$ cat src/rtl/fanmon_pkg.sv
package fanmon_pkg;
    parameter int CNT_W  = 16;
    parameter int BYTE_W = 8;

    typedef logic [CNT_W-1:0]  period_t;
    typedef logic [BYTE_W-1:0] byte_t;
endpackage

$ cat src/rtl/tach_edge_sync.sv
module tach_edge_sync (
    input  logic clk,
    input  logic rst_n,
    input  logic tach_async,
    output logic rise_o
);
    typedef struct packed {
        logic meta;
        logic sync;
        logic prev;
    } sync_st_t;

    sync_st_t st_d, st_q;

    always_comb begin
        st_d      = st_q;
        st_d.meta = tach_async;
        st_d.sync = st_q.meta;
        st_d.prev = st_q.sync;
    end

    always_ff @(posedge clk or negedge rst_n) begin
        if (!rst_n) st_q <= '0;
        else        st_q <= st_d;
    end

    assign rise_o = st_q.sync & ~st_q.prev;
endmodule

$ cat src/rtl/tach_period_ch.sv
module tach_period_ch
    import fanmon_pkg::*;
#(
    parameter int CW = CNT_W
) (
    input  logic          clk,
    input  logic          rst_n,
    input  logic          tick,
    input  logic          rise,
    output logic [CW-1:0] cnt_o,
    output logic [CW-1:0] period_o
);
    localparam logic [CW-1:0] SAT = {CW{1'b1}};

    typedef struct packed {
        logic [CW-1:0] cnt;
        logic [CW-1:0] period;
        logic          armed;
    } ch_st_t;

    ch_st_t st_d, st_q;

    always_comb begin
        st_d = st_q;
        if (rise) begin
            if (st_q.armed) st_d.period = st_q.cnt;
            st_d.armed = 1'b1;
            st_d.cnt   = tick ? CW'(1) : '0;
        end else if (st_q.cnt == SAT) begin
            st_d.period = SAT;
        end else if (tick) begin
            st_d.cnt = st_q.cnt + CW'(1);
        end
    end

    always_ff @(posedge clk or negedge rst_n) begin
        if (!rst_n) begin
            st_q.cnt    <= '0;
            st_q.period <= SAT;
            st_q.armed  <= 1'b0;
        end else begin
            st_q <= st_d;
        end
    end

    assign cnt_o    = st_q.cnt;
    assign period_o = st_q.period;
endmodule

$ cat src/rtl/tach_reg_window.sv
module tach_reg_window
    import fanmon_pkg::*;
#(
    parameter int          NCH      = 3,
    parameter logic [7:0]  IDX_PORT = 8'h70,
    parameter logic [7:0]  DAT_PORT = 8'h71,
    parameter logic [7:0]  BASE_IDX = 8'h28
) (
    input  logic                       clk,
    input  logic                       rst_n,
    input  logic [7:0]                 bus_addr,
    input  logic                       bus_wr,
    input  logic                       bus_rd,
    input  logic [7:0]                 bus_wdata,
    input  logic [NCH-1:0][CNT_W-1:0]  period_i,
    output logic [7:0]                 bus_rdata,
    output logic [7:0]                 index_o,
    output logic [NCH-1:0][BYTE_W-1:0] hold_o
);
    localparam int SPAN = 2 * NCH;

    typedef struct packed {
        logic [7:0]                 index;
        logic [NCH-1:0][BYTE_W-1:0] hold;
    } win_st_t;

    win_st_t st_d, st_q;

    logic [7:0] offs;
    logic       in_win;

    always_comb begin
        offs   = st_q.index - BASE_IDX;
        in_win = (st_q.index >= BASE_IDX) && (int'(offs) < SPAN);
    end

    always_comb begin
        st_d      = st_q;
        bus_rdata = '0;
        if (bus_wr && bus_addr == IDX_PORT) st_d.index = bus_wdata;
        if (bus_addr == IDX_PORT) begin
            bus_rdata = st_q.index;
        end else if (bus_addr == DAT_PORT && in_win) begin
            for (int c = 0; c < NCH; c++) begin
                if (offs[7:1] == 7'(c)) begin
                    if (offs[0]) begin
                        bus_rdata = st_q.hold[c];
                    end else begin
                        bus_rdata = period_i[c][BYTE_W-1:0];
                        if (bus_rd) st_d.hold[c] = period_i[c][CNT_W-1:BYTE_W];
                    end
                end
            end
        end
    end

    always_ff @(posedge clk or negedge rst_n) begin
        if (!rst_n) begin
            st_q.index <= '0;
            st_q.hold  <= '1;
        end else begin
            st_q <= st_d;
        end
    end

    assign index_o = st_q.index;
    assign hold_o  = st_q.hold;
endmodule

$ cat src/rtl/fan_period_mon.sv
module fan_period_mon
    import fanmon_pkg::*;
#(
    parameter int         NCH      = 3,
    parameter logic [7:0] IDX_PORT = 8'h70,
    parameter logic [7:0] DAT_PORT = 8'h71,
    parameter logic [7:0] BASE_IDX = 8'h28
) (
    input  logic           clk,
    input  logic           rst_n,
    input  logic           ref_tick,
    input  logic [NCH-1:0] tach_in,
    input  logic [7:0]     bus_addr,
    input  logic           bus_wr,
    input  logic           bus_rd,
    input  logic [7:0]     bus_wdata,
    output logic [7:0]     bus_rdata
);
    logic [NCH-1:0]                 rise_w;
    logic [NCH-1:0][CNT_W-1:0]      cnt_w;
    logic [NCH-1:0][CNT_W-1:0]      period_w;
    logic [NCH-1:0][BYTE_W-1:0]     hold_w;
    logic [7:0]                     index_w;

    for (genvar c = 0; c < NCH; c++) begin : g_ch
        tach_edge_sync u_sync (
            .clk        (clk),
            .rst_n      (rst_n),
            .tach_async (tach_in[c]),
            .rise_o     (rise_w[c])
        );
        tach_period_ch #(.CW(CNT_W)) u_cnt (
            .clk      (clk),
            .rst_n    (rst_n),
            .tick     (ref_tick),
            .rise     (rise_w[c]),
            .cnt_o    (cnt_w[c]),
            .period_o (period_w[c])
        );
    end

    tach_reg_window #(
        .NCH(NCH), .IDX_PORT(IDX_PORT), .DAT_PORT(DAT_PORT), .BASE_IDX(BASE_IDX)
    ) u_win (
        .clk       (clk),
        .rst_n     (rst_n),
        .bus_addr  (bus_addr),
        .bus_wr    (bus_wr),
        .bus_rd    (bus_rd),
        .bus_wdata (bus_wdata),
        .period_i  (period_w),
        .bus_rdata (bus_rdata),
        .index_o   (index_w),
        .hold_o    (hold_w)
    );
endmodule

$ cat config.mk
export PLATFORM = sky130hd
export DESIGN_NAME = fan_period_mon
export DESIGN_NICKNAME = d
export VERILOG_FILES = /design/src/rtl/fanmon_pkg.sv /design/src/rtl/tach_edge_sync.sv /design/src/rtl/tach_period_ch.sv /design/src/rtl/tach_reg_window.sv /design/src/rtl/fan_period_mon.sv
export SDC_FILE = /design/constraint.sdc
export NUM_CORES = 1
export LEC_CHECK = 0
export ABC_AREA = 1
export CAP_MARGIN = 20
export CORE_ASPECT_RATIO = 0.9
export CORE_MARGIN = 1.5
export CORE_UTILIZATION = 61
export CTS_CLUSTER_DIAMETER = 60
export DETAILED_ROUTE_END_ITERATION = 6
export PLACE_DENSITY = 0.8
export SYNTH_ARGS = -nofsm -noshare
export SYNTH_HDL_FRONTEND = slang
export SYNTH_SLANG_ARGS = --single-unit
$ cat constraint.sdc
create_clock -name clk -period 2.17 [get_ports clk]
set_input_delay 0.5425 -clock clk [delete_from_list [all_inputs] [get_ports clk]]
set_output_delay 0.5425 -clock clk [all_outputs]
set_load 0.1 [all_outputs]
==> reports/qor.yml <==
grt_pass1_vias: 6614
seq_area_frac_synth_pct: 46.6
required_ns: 1.63
netlist_area_um2: 7710
crit_cells: 13
register_area_um2: 3590
multiInputGateArea_um2: 3840
drtIter0Drc: 683
drive_gt1_share_pct: 28.9
grt_remaining_overflow: 0
die_h_um: 110
min_path_type: "register to register"
ys_ff_latch: 140
drc: 0
insertedDiodeCount: 0
synthFlopType: "dfstp_2"
grt_max_degree: 42
maxCapViolations: 0
synth-async-reset-ratio_pct: 100
grt_usage_pct: 31.5
cts_max_level: 4
nets: 1056
critPathKind: "register to output port"
yosys.area.top_type: "dfstp_2"
syn_inst: 948
end_kind: "output port"
fin_ws_ns: -0.621
vdd_drop_max_mv: 0.635
core_um2: 12200
critPathBufInv: 5
cp-start-kind: "register"
synth_top_area_share_pct: 24.5
status: "complete, but fails checks"
fill_cells: 734
use_met2_pct: 51.5
vias_per_cell: 5.84
core.rowCount: 38
setup_viol: 8
yosysWarnings: 0
cp.arrival_ns: 2.25
r2r_cells: 14
root_buffer: "clkbuf_16"
synth_most_common_cell: "nand2_1"
ys_top_cells_by_count: "nand2_1 (205), o21ai_0 (136), inv_1 (101)"
max_slew_margin_pct: 64.5
detail-route-antenna-nets: 0
syn_to_final_growth_pct: 26.0
hold_slack_ns: 0.345
violations: "setup timing"
worstSkewPairLatency_ns: 0.42
numClockSinks: 140
clkTransAtPathRegs_ns: 0.06
drtPass1Iterations: 5
slowest_stage: "dfrtp_1"
cp_slowest_stage_delay_ns: 0.35
num_vias: 7004
clockBufferDepth: 2
syn_avg_cell_area_um2: 8.13
timing.final.crit_share_pct: 129
start_util_pct: 63.4
die_area_um2: 13300
critPathMaxFanout: 8
wire_per_inst_um: 16.7
path_delay_family: "buffers and inverters"
cts_made_buffers: 17
crit_chain: "inv_2 > ha_4 > nor2_2 > nor2_2 > inv_1 > nand2_2 > nor2_8 > buf_6 > o211ai_1 > inv_1 > nand2_4 > nand2_8 > buf_12"
max_freq_ghz: 0.358
holdPathStages: 0
power_density_nw_per_um2: 741
drv_slew: 0
grtUsageMet1_pct: 40.8
gp_congestion: 0.949
tightest_slew_ns: 0.527
rsz0062_at_grt: "true"
fin_crit_ns: 2.79
ios: 32
p_leak_nw: 4.34
synthTopCellsByArea: "dfstp_2 (25%), dfrtp_1 (22%), nand2_1 (10%)"
power_mw: 7.20
totalWireLength_um: 20100
finClkSkew_ns: 0.00712
top_usage_layer: "met2"
grt_util_met3_pct: 7.11
io_buffers: 31
synth_enable_flop_cells: 0
syn_nets: 977
antenna_found_initial: 0
grt_pass1_wl_um: 32300
fp.dieW_um: 122
tritoncts: "yes"
yosysUniqueCellTypes: 41
hold_violations: 0
hpwl_um: 12300
power by group:
part	switching, mW	internal, mW	total [mW]
Combinational	0.603	0.361	0.964
Sequential	0.163	2.94	3.10
Clock	1.17	1.96	3.13
stage by stage:
stage               cell area, µm²  utilization, %  worst slack (ns)  cells  setup TNS, ns
detailed placement            8730            71.7            -0.433   1155          -3.37
global placement              8730            71.7            -0.438   1155          -3.19
CTS                           9660            79.4            -0.549   1200          -4.20
global route                  9720            79.8            -0.731   1200          -5.67
finish                        9720            79.8            -0.621   1200          -4.87
floorplan                     7890               -          -0.00848    948       -0.00848
routing by layer:
layer	routed length, µm	share of wire, %	vias up
met5	0	0	-
met4	709	3.5	0
met3	1310	6.5	78
met2	9660	48	300
met1	8420	42	3332
li1	-	-	3294
final timing paths:
path | end | slack [ns] | start
hold reg to reg | g_ch[1].u_sync.st_d[0] | 0.34 | g_ch[1].u_sync.st_d[1]
min in group asynchronous | g_ch[1].u_cnt.cnt_o[8] | 0.56 | rst_n
setup / recovery | bus_rdata[4] | -0.62 | u_win.index_o[4]
setup reg to reg | u_win.hold_o[3] | 0.16 | u_win.index_o[4]
hold / removal | g_ch[1].u_sync.st_d[0] | 0.34 | g_ch[1].u_sync.st_d[1]
max in group asynchronous | g_ch[0].u_cnt.period_o[14] | 0.98 | rst_n
what timing repair did:
| item | 4_1_cts | 5_1_grt |
|---|---|---|
| setup buffers | 11 | 0 |
| pin swaps | 26 | 13 |
| hold buffers | 1 | 0 |
| resized for setup | 42 | 11 |
| setup endpoints to repair | 8 | 8 |
| endpoints found under the hold margin | 16 | 0 |
| cloned | 1 | 0 |
worst register-to-register path, cell delays in order (launching register included):
cell and delay, ns:
dfrtp_1 0.38, inv_2 0.12, ha_4 0.17, nor2_2 0.05, nor2_2 0.16, inv_1 0.07, nand2_2 0.11, nor2_8 0.07
buf_16 0.14, buf_4 0.14, buf_4 0.14, nand4_4 0.08, buf_12 0.17, nand2_1 0.09, o21ai_2 0.06
registers in the layout, indices dropped and copies added (netlist names):
| register | count |
|---|---|
| g_ch.u_cnt.st_q | 3 |
| u_win.hold_o | 24 |
| g_ch.u_cnt.period_o | 48 |
| u_win.index_o | 8 |
| g_ch.u_sync.st_d | 6 |
| g_ch.u_cnt.cnt_o | 48 |
| g_ch.u_sync.st_q | 3 |
cell families after synthesis:
group,Yosys count,share of synthesized area (%)
buffers and inverters,145,8.58
AND/OR/NAND/NOR,431,26.6
AO/OA/AOI/OAI,210,15.4
adder cells (fa/ha/maj),5,0.811
multiplexers,1,0.146
flip-flops,140,46.6
XOR/XNOR,16,1.82
layout make-up:
| type | count | share of cell area [%] |
|---|---|---|
| tap | 160 | 2.06 |
| clock buffer | 19 | 4.56 |
| multi-input combinational | 663 | 39.5 |
| clock inverter | 13 | 1.93 |
| inverter | 109 | 4.21 |
| timing repair buffer | 96 | 10.7 |
| sequential | 140 | 37.0 |
placed cells by master, fill, tap and decap left out, types with 18 or more instances in the layout:
master,Yosys,layout
nor2_1,72,64
inv_1,101,98
dfstp_2,72,72
o21ai_0,136,136
nand3_2,1,19
nand2_1,205,188
o21ai_2,27,28
nand3_1,75,55
nand4_1,22,22
dfrtp_1,68,68
buf_12,0,18
buf_4,2,49
clkdlybuf4s50_1,0,22
Note: power is estimated with default switching activity, not from simulation.
